--- src/rtl/tmr_pkg.sv ---
package tmr_pkg;

    localparam int unsigned CH_STRIDE = 'h14;

    localparam logic [4:0] OFF_LOAD = 5'h00;
    localparam logic [4:0] OFF_CUR  = 5'h04;
    localparam logic [4:0] OFF_CTRL = 5'h08;
    localparam logic [4:0] OFF_EOI  = 5'h0C;
    localparam logic [4:0] OFF_STAT = 5'h10;

    localparam int unsigned SH_MASKED = 'hA0;
    localparam int unsigned SH_EOI    = 'hA4;
    localparam int unsigned SH_RAW    = 'hA8;
    localparam int unsigned SH_VER    = 'hAC;

    // bit 2 mask, bit 1 periodic, bit 0 enable
    typedef struct packed {
        logic mask;
        logic periodic;
        logic en;
    } tmr_ctrl_t;

    typedef enum logic [2:0] {
        RG_LOAD, RG_CUR, RG_CTRL, RG_EOI, RG_STAT, RG_NONE
    } chreg_e;

    function automatic tmr_ctrl_t ctrl_from_word(input logic [2:0] w);
        tmr_ctrl_t c;
        c.mask     = w[2];
        c.periodic = w[1];
        c.en       = w[0];
        return c;
    endfunction

    function automatic chreg_e decode_off(input logic [4:0] rel);
        case (rel)
            OFF_LOAD: return RG_LOAD;
            OFF_CUR:  return RG_CUR;
            OFF_CTRL: return RG_CTRL;
            OFF_EOI:  return RG_EOI;
            OFF_STAT: return RG_STAT;
            default:  return RG_NONE;
        endcase
    endfunction

endpackage

--- src/rtl/tmr_channel.sv ---
module tmr_channel
    import tmr_pkg::*;
#(
    parameter int DW = 32
) (
    input  logic          clk,
    input  logic          rst,
    input  logic          wr_load,
    input  logic          wr_ctrl,
    input  logic [DW-1:0] wdata,
    input  logic          eoi_clr,
    output logic [DW-1:0] load_o,
    output logic [DW-1:0] count_o,
    output tmr_ctrl_t     ctrl_o,
    output logic          raw_o,
    output logic          irq_o
);

    logic [DW-1:0] load_q, cnt_q;
    tmr_ctrl_t     ctrl_q;
    logic          raw_q;
    logic          start, term;

    assign start = wr_ctrl && wdata[0] && !ctrl_q.en;
    assign term  = ctrl_q.en && !start && (cnt_q == '0);

    always_ff @(posedge clk) begin
        if (rst) begin
            load_q <= '0;
            cnt_q  <= '0;
            ctrl_q <= '0;
            raw_q  <= 1'b0;
        end else begin
            if (wr_load) load_q <= wdata;
            if (wr_ctrl) ctrl_q <= ctrl_from_word(wdata[2:0]);

            if (start)
                cnt_q <= load_q;
            else if (ctrl_q.en) begin
                if (cnt_q == '0)
                    cnt_q <= ctrl_q.periodic ? load_q : '1;
                else
                    cnt_q <= cnt_q - 1'b1;
            end

            if (term)
                raw_q <= 1'b1;
            else if (eoi_clr)
                raw_q <= 1'b0;
        end
    end

    assign load_o  = load_q;
    assign count_o = cnt_q;
    assign ctrl_o  = ctrl_q;
    assign raw_o   = raw_q;
    assign irq_o   = raw_q & ~ctrl_q.mask;

    assert_start_load_R3: assert property (@(posedge clk) disable iff (rst)
        start |=> cnt_q == $past(load_q));
    assert_step_R4: assert property (@(posedge clk) disable iff (rst)
        (ctrl_q.en && !start && cnt_q != '0) |=> cnt_q == $past(cnt_q) - 1'b1);
    assert_hold_off_R4: assert property (@(posedge clk) disable iff (rst)
        (!ctrl_q.en && !start) |=> $stable(cnt_q));
    assert_wrap_free_R5: assert property (@(posedge clk) disable iff (rst)
        (term && !ctrl_q.periodic) |=> cnt_q == '1);
    assert_wrap_periodic_R6: assert property (@(posedge clk) disable iff (rst)
        (term && ctrl_q.periodic) |=> cnt_q == $past(load_q));
    assert_reload_write_R7: assert property (@(posedge clk) disable iff (rst)
        (wr_load && ctrl_q.en && cnt_q != '0) |=> cnt_q == $past(cnt_q) - 1'b1);
    assert_tc_sets_raw_R8: assert property (@(posedge clk) disable iff (rst)
        term |=> raw_q);
    assert_eoi_clears_R10: assert property (@(posedge clk) disable iff (rst)
        (eoi_clr && !term) |=> !raw_q);
    assert_pending_kept_R13: assert property (@(posedge clk) disable iff (rst)
        (raw_q && !eoi_clr) |=> raw_q);

endmodule

--- src/rtl/tmr_decode.sv ---
module tmr_decode
    import tmr_pkg::*;
#(
    parameter int NUM_CH = 4,
    parameter int ADDR_W = 8
) (
    input  logic [ADDR_W-1:0] paddr,
    input  logic              wr_en,
    input  logic              rd_en,
    output logic [NUM_CH-1:0] wr_load,
    output logic [NUM_CH-1:0] wr_ctrl,
    output logic [NUM_CH-1:0] eoi_rd,
    output logic              all_eoi
);

    for (genvar i = 0; i < NUM_CH; i++) begin : g_ch
        localparam logic [ADDR_W-1:0] BASE = ADDR_W'(i * CH_STRIDE);
        assign wr_load[i] = wr_en && (paddr == BASE + ADDR_W'(OFF_LOAD));
        assign wr_ctrl[i] = wr_en && (paddr == BASE + ADDR_W'(OFF_CTRL));
        assign eoi_rd[i]  = rd_en && (paddr == BASE + ADDR_W'(OFF_EOI));
    end

    assign all_eoi = rd_en && (paddr == ADDR_W'(SH_EOI));

endmodule

--- src/rtl/tmr_rdmux.sv ---
module tmr_rdmux
    import tmr_pkg::*;
#(
    parameter int          NUM_CH  = 4,
    parameter int          ADDR_W  = 8,
    parameter int          DW      = 32,
    parameter logic [31:0] VERSION = 32'h0001_0203
) (
    input  logic [ADDR_W-1:0]          paddr,
    input  logic [NUM_CH-1:0][DW-1:0]  load_v,
    input  logic [NUM_CH-1:0][DW-1:0]  count_v,
    input  tmr_ctrl_t [NUM_CH-1:0]     ctrl_v,
    input  logic [NUM_CH-1:0]          raw_v,
    input  logic [NUM_CH-1:0]          pend_v,
    output logic [DW-1:0]              rdata
);

    always_comb begin
        rdata = '0;
        for (int i = 0; i < NUM_CH; i++) begin
            logic [ADDR_W-1:0] base;
            base = ADDR_W'(i * CH_STRIDE);
            if (paddr >= base && paddr < base + ADDR_W'(CH_STRIDE)) begin
                case (decode_off(5'(paddr - base)))
                    RG_LOAD: rdata = load_v[i];
                    RG_CUR:  rdata = count_v[i];
                    RG_CTRL: rdata = DW'(ctrl_v[i]);
                    RG_STAT: rdata = DW'(pend_v[i]);
                    default: rdata = '0;
                endcase
            end
        end
        if (paddr == ADDR_W'(SH_MASKED)) rdata = DW'(pend_v);
        if (paddr == ADDR_W'(SH_RAW))    rdata = DW'(raw_v);
        if (paddr == ADDR_W'(SH_VER))    rdata = DW'(VERSION);
    end

endmodule

--- src/rtl/apb_dcount_timer.sv ---
module apb_dcount_timer
    import tmr_pkg::*;
#(
    parameter int          NUM_CH  = 4,
    parameter int          ADDR_W  = 8,
    parameter int          DW      = 32,
    parameter logic [31:0] VERSION = 32'h0001_0203
) (
    input  logic              clk,
    input  logic              rst,
    input  logic              psel,
    input  logic              penable,
    input  logic              pwrite,
    input  logic [ADDR_W-1:0] paddr,
    input  logic [DW-1:0]     pwdata,
    output logic [DW-1:0]     prdata,
    output logic              pready,
    output logic              pslverr,
    output logic [NUM_CH-1:0] irq
);

    logic                      wr_en, rd_en, all_eoi;
    logic [NUM_CH-1:0]         wr_load, wr_ctrl, eoi_rd, raw_v;
    logic [NUM_CH-1:0][DW-1:0] load_v, count_v;
    tmr_ctrl_t [NUM_CH-1:0]    ctrl_v;

    assign wr_en   = psel && penable && pwrite;
    assign rd_en   = psel && penable && !pwrite;
    assign pready  = 1'b1;
    assign pslverr = 1'b0;

    tmr_decode #(.NUM_CH(NUM_CH), .ADDR_W(ADDR_W)) u_dec (
        .paddr(paddr), .wr_en(wr_en), .rd_en(rd_en),
        .wr_load(wr_load), .wr_ctrl(wr_ctrl), .eoi_rd(eoi_rd),
        .all_eoi(all_eoi)
    );

    for (genvar i = 0; i < NUM_CH; i++) begin : g_ch
        tmr_channel #(.DW(DW)) u_ch (
            .clk(clk), .rst(rst),
            .wr_load(wr_load[i]), .wr_ctrl(wr_ctrl[i]), .wdata(pwdata),
            .eoi_clr(eoi_rd[i] | all_eoi),
            .load_o(load_v[i]), .count_o(count_v[i]), .ctrl_o(ctrl_v[i]),
            .raw_o(raw_v[i]), .irq_o(irq[i])
        );
    end

    tmr_rdmux #(.NUM_CH(NUM_CH), .ADDR_W(ADDR_W), .DW(DW), .VERSION(VERSION)) u_rd (
        .paddr(paddr), .load_v(load_v), .count_v(count_v), .ctrl_v(ctrl_v),
        .raw_v(raw_v), .pend_v(irq), .rdata(prdata)
    );

endmodule

--- config.mk ---
export PLATFORM = sky130hd
export DESIGN_NAME = apb_dcount_timer
export DESIGN_NICKNAME = d
export VERILOG_FILES = /design/src/rtl/tmr_pkg.sv /design/src/rtl/tmr_channel.sv /design/src/rtl/tmr_decode.sv /design/src/rtl/tmr_rdmux.sv /design/src/rtl/apb_dcount_timer.sv
export SDC_FILE = /design/constraint.sdc
export NUM_CORES = 1
export LEC_CHECK = 0
export ABC_AREA = 1
export BUFFER_PORTS_ARGS = -buffer_cell sky130_fd_sc_hd__buf_2
export CELL_PAD_IN_SITES_DETAIL_PLACEMENT = 0
export CELL_PAD_IN_SITES_GLOBAL_PLACEMENT = 1
export CORE_ASPECT_RATIO = 0.5
export CORE_MARGIN = 5
export CORE_UTILIZATION = 40
export CTS_CLUSTER_SIZE = 20
export DETAILED_ROUTE_END_ITERATION = 8
export PLACE_DENSITY = 0.85
export SLEW_MARGIN = 20
export SYNTH_ARGS = -nofsm -noshare
export SYNTH_HDL_FRONTEND = slang
export SYNTH_SLANG_ARGS = --single-unit
--- constraint.sdc ---
create_clock -name clk -period 3.9 [get_ports clk]
set_input_delay 1.17 -clock clk [delete_from_list [all_inputs] [get_ports clk]]
set_output_delay 1.17 -clock clk [all_outputs]
set_load 0.02 [all_outputs]
==> results of run 1 <==
[cell families (layout without fill, tap and decap cells)]
group / Yosys count / count (layout) / synth area share [%]
other: 2 / 4 / 0.0427
buffers and inverters: 531 / 702 / 12.1
xor gates and xnor gates: 52 / 52 / 2.59
AOI/OAI and AO/OA: 840 / 840 / 26.5
DFF: 272 / 272 / 31.0
and+or+nand+nor: 1093 / 1093 / 27.2
adders and majority gates: 9 / 9 / 0.640
[worst max-delay path: stages]
cell and delay, ns:
sky130_fd_sc_hd__buf_6 0.10, sky130_fd_sc_hd__nor2_4 0.13, sky130_fd_sc_hd__buf_4 0.13, sky130_fd_sc_hd__buf_6 0.10
sky130_fd_sc_hd__nand3_4 0.08, sky130_fd_sc_hd__inv_4 0.07, sky130_fd_sc_hd__nand2_4 0.08, sky130_fd_sc_hd__buf_12 0.16
sky130_fd_sc_hd__buf_12 0.15, sky130_fd_sc_hd__o22ai_2 0.21, sky130_fd_sc_hd__nand2_2 0.10, sky130_fd_sc_hd__nand4_1 0.23
sky130_fd_sc_hd__o21ai_1 0.12, sky130_fd_sc_hd__inv_1 0.09, sky130_fd_sc_hd__buf_6 0.12
[stage by stage]
stage	hold slack, ns	area, um^2
final	0.482	21800
after detailed placement	0.468	19400
after CTS	0.479	21300
after global placement	0.460	19400
after global routing	0.521	21800
after floorplan	0.434	17600
[power by group]
part | leakage, nW | internal [W] | switching, W
Combinational | 6.96 | 0.000172 | 0.000352
Clock | 0.474 | 0.00176 | 0.00132
Sequential | 2.19 | 0.00278 | 0.00000249
[state kept, by name, summed over array words and instances, names as in the netlist]
register / count
g_ch.u_ch.load_o: 128
g_ch.u_ch.count_o: 128
g_ch.u_ch.ctrl_o: 12
g_ch.u_ch.raw_o: 4
[layer usage]
layer / vias up / track usage, % / share of wire, %
li1: 9738 / - / -
met1: 9723 / 46.5 / 45
met2: 1042 / 45.7 / 41
met3: 106 / 8.40 / 12
met4: 0 / 6.18 / 2.2
met5: - / 0 / 0
[timing repair]
item	4_1_cts	5_1_grt
setup buffers	17	17
hold buffers	0	0
gates resized for setup	178	123
pin swaps	44	49
cloned	5	2
endpoints found under the setup margin	32	32
hold endpoints to repair	0	0
[layout by cell type (no fill, tap or decap), drive strengths merged, types with 3 or more instances in the layout]
cell / count
a22oi: 34
clkbuf: 36
xor2: 38
o22ai: 80
o21ai: 361
o221ai: 9
nand4: 74
nand2: 498
o211ai: 28
inv: 398
xnor2: 14
bufinv: 5
clkinv: 5
nand3: 187
o2111ai: 3
a211oi: 9
buf: 249
a31oi: 36
clkinvlp: 9
nor2: 295
dfxtp: 272
o311ai: 3
ha: 9
nand3b: 4
nor3: 31
a21oi: 269
[area by class of cell]
class,instances,share of cell area (%)
clock buffer,34,3.54
tap,588,3.37
inverter,399,7.01
sequential,272,24.9
timing repair buffer,251,10.7
clock inverter,18,1.11
multi-input combinational,1996,49.3
antenna,2,0.0229
[worst min-delay path by stage]
stage,from,to,slack [ns],depth (start not counted)
3_3_place_gp,g_ch[1].u_ch.load_o[16],g_ch[1].u_ch.load_o[16],0.46,2
2_1_floorplan,g_ch[2].u_ch.load_o[25],g_ch[2].u_ch.load_o[25],0.43,2
6_report,g_ch[2].u_ch.load_o[12],g_ch[2].u_ch.load_o[12],0.48,2
5_1_grt,g_ch[2].u_ch.load_o[17],g_ch[2].u_ch.load_o[17],0.52,2
4_1_cts,g_ch[1].u_ch.load_o[16],g_ch[1].u_ch.load_o[16],0.48,2
3_5_place_dp,g_ch[1].u_ch.load_o[16],g_ch[1].u_ch.load_o[16],0.47,2
==> reports/summary.log, run 1 <==
INFO  drt            first_drt_pass_iteration_count=5
INFO  final_layout   layout.filler_cells=4483
INFO  cts            cts.clk_slew.worst_paths=0.07ns
INFO  logic_synthesis yosys-top-cells-area=sky130_fd_sc_hd__dfxtp_1 31%, sky130_fd_sc_hd__nand2_1 10%, sky130_fd_sc_hd__o21ai_0 9.8%, sky130_fd_sc_hd__inv_1 8.2%, sky130_fd_sc_hd__a21oi_1 7.6%
INFO  cts            h-tree-depth=1
INFO  logic_synthesis ys.warnings.count=0
INFO  drt            viasPerCell=5.79
INFO  placement      place_inst=3473
INFO  floorplan      std_cell_rows=54
INFO  final_layout   sequential_cell_area=5450um^2
INFO  floorplan      io-pin-count=83
INFO  pwr            cellLeakagePower=9.62nW
INFO  final_layout   layout-drive-gt1-share=16.5%
INFO  setup_path     critical_path.startpoint_type=input pin
INFO  placement      portBuffers=80
INFO  drt            wl=79900um
INFO  drt            vias=20600
INFO  setup_path     worstSetupPathType=input pin to output pin
INFO  run            cap_viol_max_count=0
INFO  setup_path     crit_path_end=prdata[26]
INFO  cts            clock_tree_from_tritoncts=yes
INFO  logic_synthesis syn_area_per_cell=6.29um^2
INFO  logic_synthesis synth.distinct_cells=55
INFO  sta            setup-violations-final=32
INFO  cts            clock_sink_count=272
INFO  drt            antenna_left=0
INFO  drt            wl_per_cell=22.4um
INFO  logic_synthesis post_synth_inst_count=2799
INFO  floorplan      core_area=43500um^2
INFO  global_route   track_usage=31.3%
INFO  logic_synthesis synth_seq_area_share=31.0%
INFO  global_route   grt_pass1_wl=117000um
INFO  sta            final.min_clock_period=4.24ns
INFO  global_route   largest_net_degree_at_the_start_of_global_routing=79
INFO  pwr            worst_ir_drop_vdd=0.293mV
INFO  floorplan      die_area=48500um^2
INFO  worst_hold_path timing.hold.worst.class=flop to flop
INFO  sta            finalSetupTns=-8.13ns
INFO  logic_synthesis synth_fp_nets=2853
INFO  logic_synthesis synth_largest_type_area_fraction=31.0%
INFO  placement      gp_routability_congestion=1.07
INFO  final_layout   finalNonFillerCells=3560
INFO  setup_path     crit-reg2reg-launch=g_ch[3].u_ch.count_o[0]
INFO  sta            setup_repair_after_global_routing_missed_its_margin=yes
INFO  cts            number_of_buffers_created_by_cts=29
INFO  floorplan      initial_utilization=40.4%
INFO  logic_synthesis synthMostInstantiatedCell=sky130_fd_sc_hd__nand2_1
INFO  floorplan      fp.dieW=307um
INFO  setup_path     worstSetupStartpoint=paddr[1]
INFO  cts            ctsLongestPathBuffers=3
INFO  logic_synthesis synth_edf_count=0
INFO  logic_synthesis asyncSetResetFlopFracSynth=0%
INFO  pwr            powerDensity=292nW/um^2
INFO  global_route   initial_antenna_violation_count=1
INFO  sta            timing.final.hold_violations=0
INFO  final_layout   multi_input_comb_area=10800um^2
INFO  sta            fin_skew=0.0124ns
INFO  setup_path     reg2reg_slack=1.06ns
INFO  logic_synthesis ys_top_cells_by_count=486 x sky130_fd_sc_hd__nand2_1, 382 x sky130_fd_sc_hd__inv_1, 344 x sky130_fd_sc_hd__o21ai_0
INFO  logic_synthesis synth.cell_area=17600um^2
INFO  sta            min_period_over_period=109%
INFO  setup_path     arrival=3.07ns
INFO  sta            max_slew_margin=33.0%
INFO  outcome        result_of_the_run=finished, violations left
INFO  cts            insertion_delay_of_the_later_clocked_pin_in_the_worst_skew_pair=0.58ns
INFO  drt            route.detailed.drc=0
INFO  final_layout   finalCoreUtilization=50.2%
INFO  pwr            finalPower=0.00638W
INFO  sta            final.setup.worst_slack=-0.337ns
INFO  placement      dpl_worst_slack=-0.464ns
INFO  logic_synthesis yosys_most_used_dff=sky130_fd_sc_hd__dfxtp_1
INFO  final_layout   areaGrowthSynthToFinish=24.2%
INFO  global_route   grt_remaining_overflow=0
INFO  outcome        failed_checks=negative setup slack
INFO  cts            ctsRootBufferMaster=sky130_fd_sc_hd__clkbuf_16
INFO  setup_path     r2r-end=g_ch[3].u_ch.count_o[19]
INFO  setup_path     crit_required=2.73ns
INFO  setup_path     path_max_fanout=12
INFO  sta            final_max_slew_viol_count=0
INFO  sta            achievable-frequency=236MHz
INFO  setup_path     worstRegToRegCells=11
INFO  setup_path     setup.worst_path.end_class=output pin
INFO  final_layout   design.final.nets=3003
INFO  logic_synthesis yosys.area.top_type=sky130_fd_sc_hd__dfxtp_1
INFO  placement      detailed_place_hpwl=60600um
INFO  sta            tightest_slew=1.00ns
INFO  logic_synthesis number_of_synthesized_register_bits=272
INFO  floorplan      chipHeight=158um
INFO  global_route   first_global_vias=18300
INFO  drt            dr.first_iter.drc_count=2910
Note: power is estimated with default switching activity, not from simulation.
==> inputs of run 2 (changes only) <==
--- a/config.mk
+++ b/config.mk
@@ -9,7 +9,7 @@
 export BUFFER_PORTS_ARGS = -buffer_cell sky130_fd_sc_hd__buf_2
 export CELL_PAD_IN_SITES_DETAIL_PLACEMENT = 0
 export CELL_PAD_IN_SITES_GLOBAL_PLACEMENT = 1
-export CORE_ASPECT_RATIO = 0.5
+export CORE_ASPECT_RATIO = 0.6
 export CORE_MARGIN = 5
 export CORE_UTILIZATION = 40
 export CTS_CLUSTER_SIZE = 20
==> run 2 against run 1 <==
The run still ends with negative setup slack left; total power up 1.1%; first-iteration DRC count up 13%; global-route usage up 5.1 points; combinational power up 8.4%; non-clock buffer count up 52; highest routed layer is now met5.
==> reports/summary.log, run 2 (synthesized netlist as in run 1, its figures left out) <==
INFO  outcome        result_of_the_run=finished, violations left
INFO  outcome        failed_checks=negative setup slack
INFO  sta            fin_skew=0.0297ns [+0.0174 ns]
INFO  worst_hold_path timing.hold.worst.class=flop to flop
INFO  setup_path     setup.worst_path.end_class=output pin
INFO  sta            achievable-frequency=237MHz [+0.46%]
INFO  cts            number_of_buffers_created_by_cts=30 [+3.4%]
INFO  run            cap_viol_max_count=0 [unchanged]
INFO  placement      place_inst=3517 [+1.3%]
INFO  sta            min_period_over_period=108% [-0.50 points]
INFO  cts            h-tree-depth=1 [unchanged]
INFO  worst_hold_path worstHoldPathCells=2 [unchanged]
INFO  sta            setup-violations-final=32 [unchanged]
INFO  sta            hold_ws=0.482ns [+0.000599 ns]
INFO  drt            first_drt_pass_iteration_count=6 [+1]
INFO  pwr            switching_power_total=0.00173W [+3.7%]
INFO  floorplan      die_area=48400um^2 [-0.24%]
INFO  final_layout   design.final.nets=3056 [+1.8%]
INFO  final_layout   finalNonFillerCells=3604 [+1.2%]
INFO  pwr            worst_ir_drop_vdd=0.245mV [-16%]
INFO  setup_path     slowest_stage=sky130_fd_sc_hd__clkinvlp_4
INFO  cts            ctsRootBufferMaster=sky130_fd_sc_hd__clkbuf_16
INFO  sta            tightest_slew=1.03ns [+0.0202 ns]
INFO  placement      gp_routability_congestion=1.01 [-6.3%]
INFO  floorplan      fp.dieW=281um [-8.4%]
INFO  floorplan      chipHeight=172um [+8.9%]
INFO  placement      detailed_place_hpwl=70500um [+16%]
INFO  global_route   first_global_vias=19400 [+6.4%]
INFO  placement      portBuffers=80 [unchanged]
INFO  final_layout   areaGrowthSynthToFinish=28.5%
INFO  setup_path     crit_buf_inv=6 [-2]
INFO  global_route   grt_pass1_wl=133000um [+13%]
INFO  floorplan      initial_utilization=40.5% [+0.098 points]
INFO  final_layout   final_common_cell=sky130_fd_sc_hd__nand2_1
INFO  setup_path     critical_path_s_top_delay_family=buffers and inverters
INFO  drt            viasPerCell=6.11 [+5.5%]
INFO  cts            clock_sink_count=272 [unchanged]
INFO  global_route   largest_net_degree_at_the_start_of_global_routing=66 [-16%]
INFO  setup_path     worstPathCellList=buf_8 > nor2_4 > buf_12 > nand3_4 > nand4_4 > clkinvlp_4 > buf_4 > a22oi_2 > o211ai_1 > nand2_1 > inv_1 > buf_6
INFO  drt            wl_per_cell=25.7um [+15%]
INFO  floorplan      core_area=43400um^2 [-0.24%]
INFO  cts            ctsLongestPathBuffers=3 [unchanged]
INFO  pwr            seqPwrFrac=43.1% [-0.5 points]
INFO  drt            dr.first_iter.drc_count=3275 [+13%]
INFO  drt            route.detailed.drc=0 [unchanged]
INFO  pwr            power.combinational.fraction=8.8% [+0.6 points]
INFO  floorplan      std_cell_rows=59 [+9.3%]
INFO  setup_path     path_max_fanout=7 [-5]
INFO  sta            final_max_slew_viol_count=0 [unchanged]
INFO  final_layout   layout-drive-gt1-share=19.3% [+2.8 points]
INFO  drt            wl=92700um [+16%]
INFO  floorplan      io-pin-count=83 [unchanged]
INFO  final_layout   antenna-diode-count=0 [-2]
INFO  pwr            pwr-share-clk=48.1% [about the same]
INFO  sta            setup_repair_after_global_routing_missed_its_margin=yes
INFO  setup_path     arrival=3.05ns [-0.02 ns]
INFO  cts            clock_tree_from_tritoncts=yes
INFO  pwr            cellLeakagePower=10.0nW [+4.3%]
INFO  setup_path     worstRegToRegCells=8 [-3]
INFO  pwr            fraction_of_power_spent_switching_nets=26.9% [+0.68 points]
INFO  sta            final.setup.worst_slack=-0.318ns [+0.0195 ns]
INFO  setup_path     crit_required=2.73ns [about the same]
INFO  sta            final.min_clock_period=4.22ns [-0.0195 ns]
INFO  setup_path     critical_path.max_stage_delay=0.27ns [+0.04 ns]
INFO  global_route   initial_antenna_violation_count=1 [unchanged]
INFO  global_route   track_usage=36.4% [+5.1 points]
INFO  setup_path     worstSetupPathType=input pin to output pin
INFO  drt            antenna_left=0 [unchanged]
INFO  cts            cts.clk_slew.worst_paths=0.07ns [about the same]
INFO  sta            finalSetupTns=-5.36ns [+2.78 ns]
INFO  sta            timing.final.hold_violations=0 [unchanged]
INFO  sta            max_slew_margin=31.7% [-1.3 points]
INFO  cts            insertion_delay_of_the_later_clocked_pin_in_the_worst_skew_pair=0.61ns [+0.03 ns]
INFO  drt            vias=22000 [+6.8%]
INFO  global_route   grt_remaining_overflow=0 [unchanged]
INFO  setup_path     worst-path-stages=12 [-3]
INFO  setup_path     critical_path.startpoint_type=input pin
INFO  final_layout   mostFrequentLayoutCells=445 x sky130_fd_sc_hd__nand2_1, 362 x sky130_fd_sc_hd__inv_1, 303 x sky130_fd_sc_hd__o21ai_0, 272 x sky130_fd_sc_hd__dfxtp_1, 270 x sky130_fd_sc_hd__nor2_1
INFO  pwr            powerDensity=285nW/um^2 [-2.2%]
INFO  pwr            p_int=0.00472W [+0.17%]
run 2: changes by cell type in the layout (fill, tap and decap cells not counted), moves of 7 or more:
| cell | delta |
|---|---|
| sky130_fd_sc_hd__o21ai_2 | +8 |
| sky130_fd_sc_hd__buf_6 | -10 |
| sky130_fd_sc_hd__nand3_2 | -15 |
| sky130_fd_sc_hd__nand2_2 | +12 |
| sky130_fd_sc_hd__inv_2 | +8 |
| sky130_fd_sc_hd__o21ai_4 | +8 |
| sky130_fd_sc_hd__nand2_4 | +8 |
| sky130_fd_sc_hd__buf_4 | +53 |
| sky130_fd_sc_hd__nand2_1 | -18 |
| sky130_fd_sc_hd__o21ai_0 | -12 |
| sky130_fd_sc_hd__nand3_1 | +15 |
| sky130_fd_sc_hd__inv_1 | -9 |
| sky130_fd_sc_hd__o22ai_1 | -7 |
run 2: final timing paths:
kind | start | endpoint | slack (ns)
max reg2reg | g_ch[3].u_ch.count_o[16] | g_ch[3].u_ch.count_o[24] | 1.04
min | g_ch[2].u_ch.load_o[0] | g_ch[2].u_ch.load_o[0] | 0.48
min reg2reg | g_ch[2].u_ch.load_o[0] | g_ch[2].u_ch.load_o[0] | 0.48
max | paddr[0] | prdata[5] | -0.32
run 2: metrics by stage:
stage | util [%] | instance area [um^2] | setup WS [ns] | power [W]
finish | 52.1 | 22600 | -0.318 | 0.00645
global route | 52.1 | 22600 | -0.323 | 0.00658
CTS | 50.6 | 22000 | -0.183 | 0.00638
detailed placement | 45.6 | 19800 | -0.531 | 0.00328
global placement | 45.6 | 19800 | -0.553 | 0.00328
floorplan | - | 17600 | 0.00444 | 0.00305
run 2: power groups by stage:
| stage | clock network, W | registers, W | logic (W) |
|---|---|---|---|
| finish | 0.00310 | 0.00278 | 0.000568 |
| global route | 0.00321 | 0.00278 | 0.000584 |
| CTS | 0.00310 | 0.00278 | 0.000503 |
| detailed placement | 0 | 0.00284 | 0.000438 |
| global placement | 0 | 0.00284 | 0.000438 |
| floorplan | 0 | 0.00284 | 0.000205 |
run 2: layout make-up:
class	instances	area, um^2
multi-input combinational	1996	11100
sequential	272	5450
clock buffer	42	866
clock inverter	13	160
inverter	399	1530
timing repair buffer	303	2810
fill	4420	20800
tap	579	724
run 2: layer usage:
layer / up-vias / global-route usage [%] / part of all wire, %
met2: 1571 / 46.3 / 36
li1: 9839 / - / -
met3: 153 / 10.7 / 14
met5: - / 0 / 0.015
met4: 2 / 9.23 / 3.2
met1: 10400 / 58.1 / 47
run 2: worst reg2reg max path: stages (launching register included):
cell                      delay, ns
sky130_fd_sc_hd__dfxtp_1       0.35
sky130_fd_sc_hd__nor2_1        0.36
sky130_fd_sc_hd__nand2_1       0.09
sky130_fd_sc_hd__nor2_1        0.30
sky130_fd_sc_hd__nand3_1       0.52
sky130_fd_sc_hd__nor2_1        0.50
sky130_fd_sc_hd__nor2_1        0.30
sky130_fd_sc_hd__o21ai_0       0.24
sky130_fd_sc_hd__a21oi_1       0.08
run 2: repair_timing:
item,CTS,global route
setup buffers,20,17
pin swaps,34,35
hold buffers,0,0
resized for setup,265,112
endpoints found under the setup margin,32,32
cloned,3,4
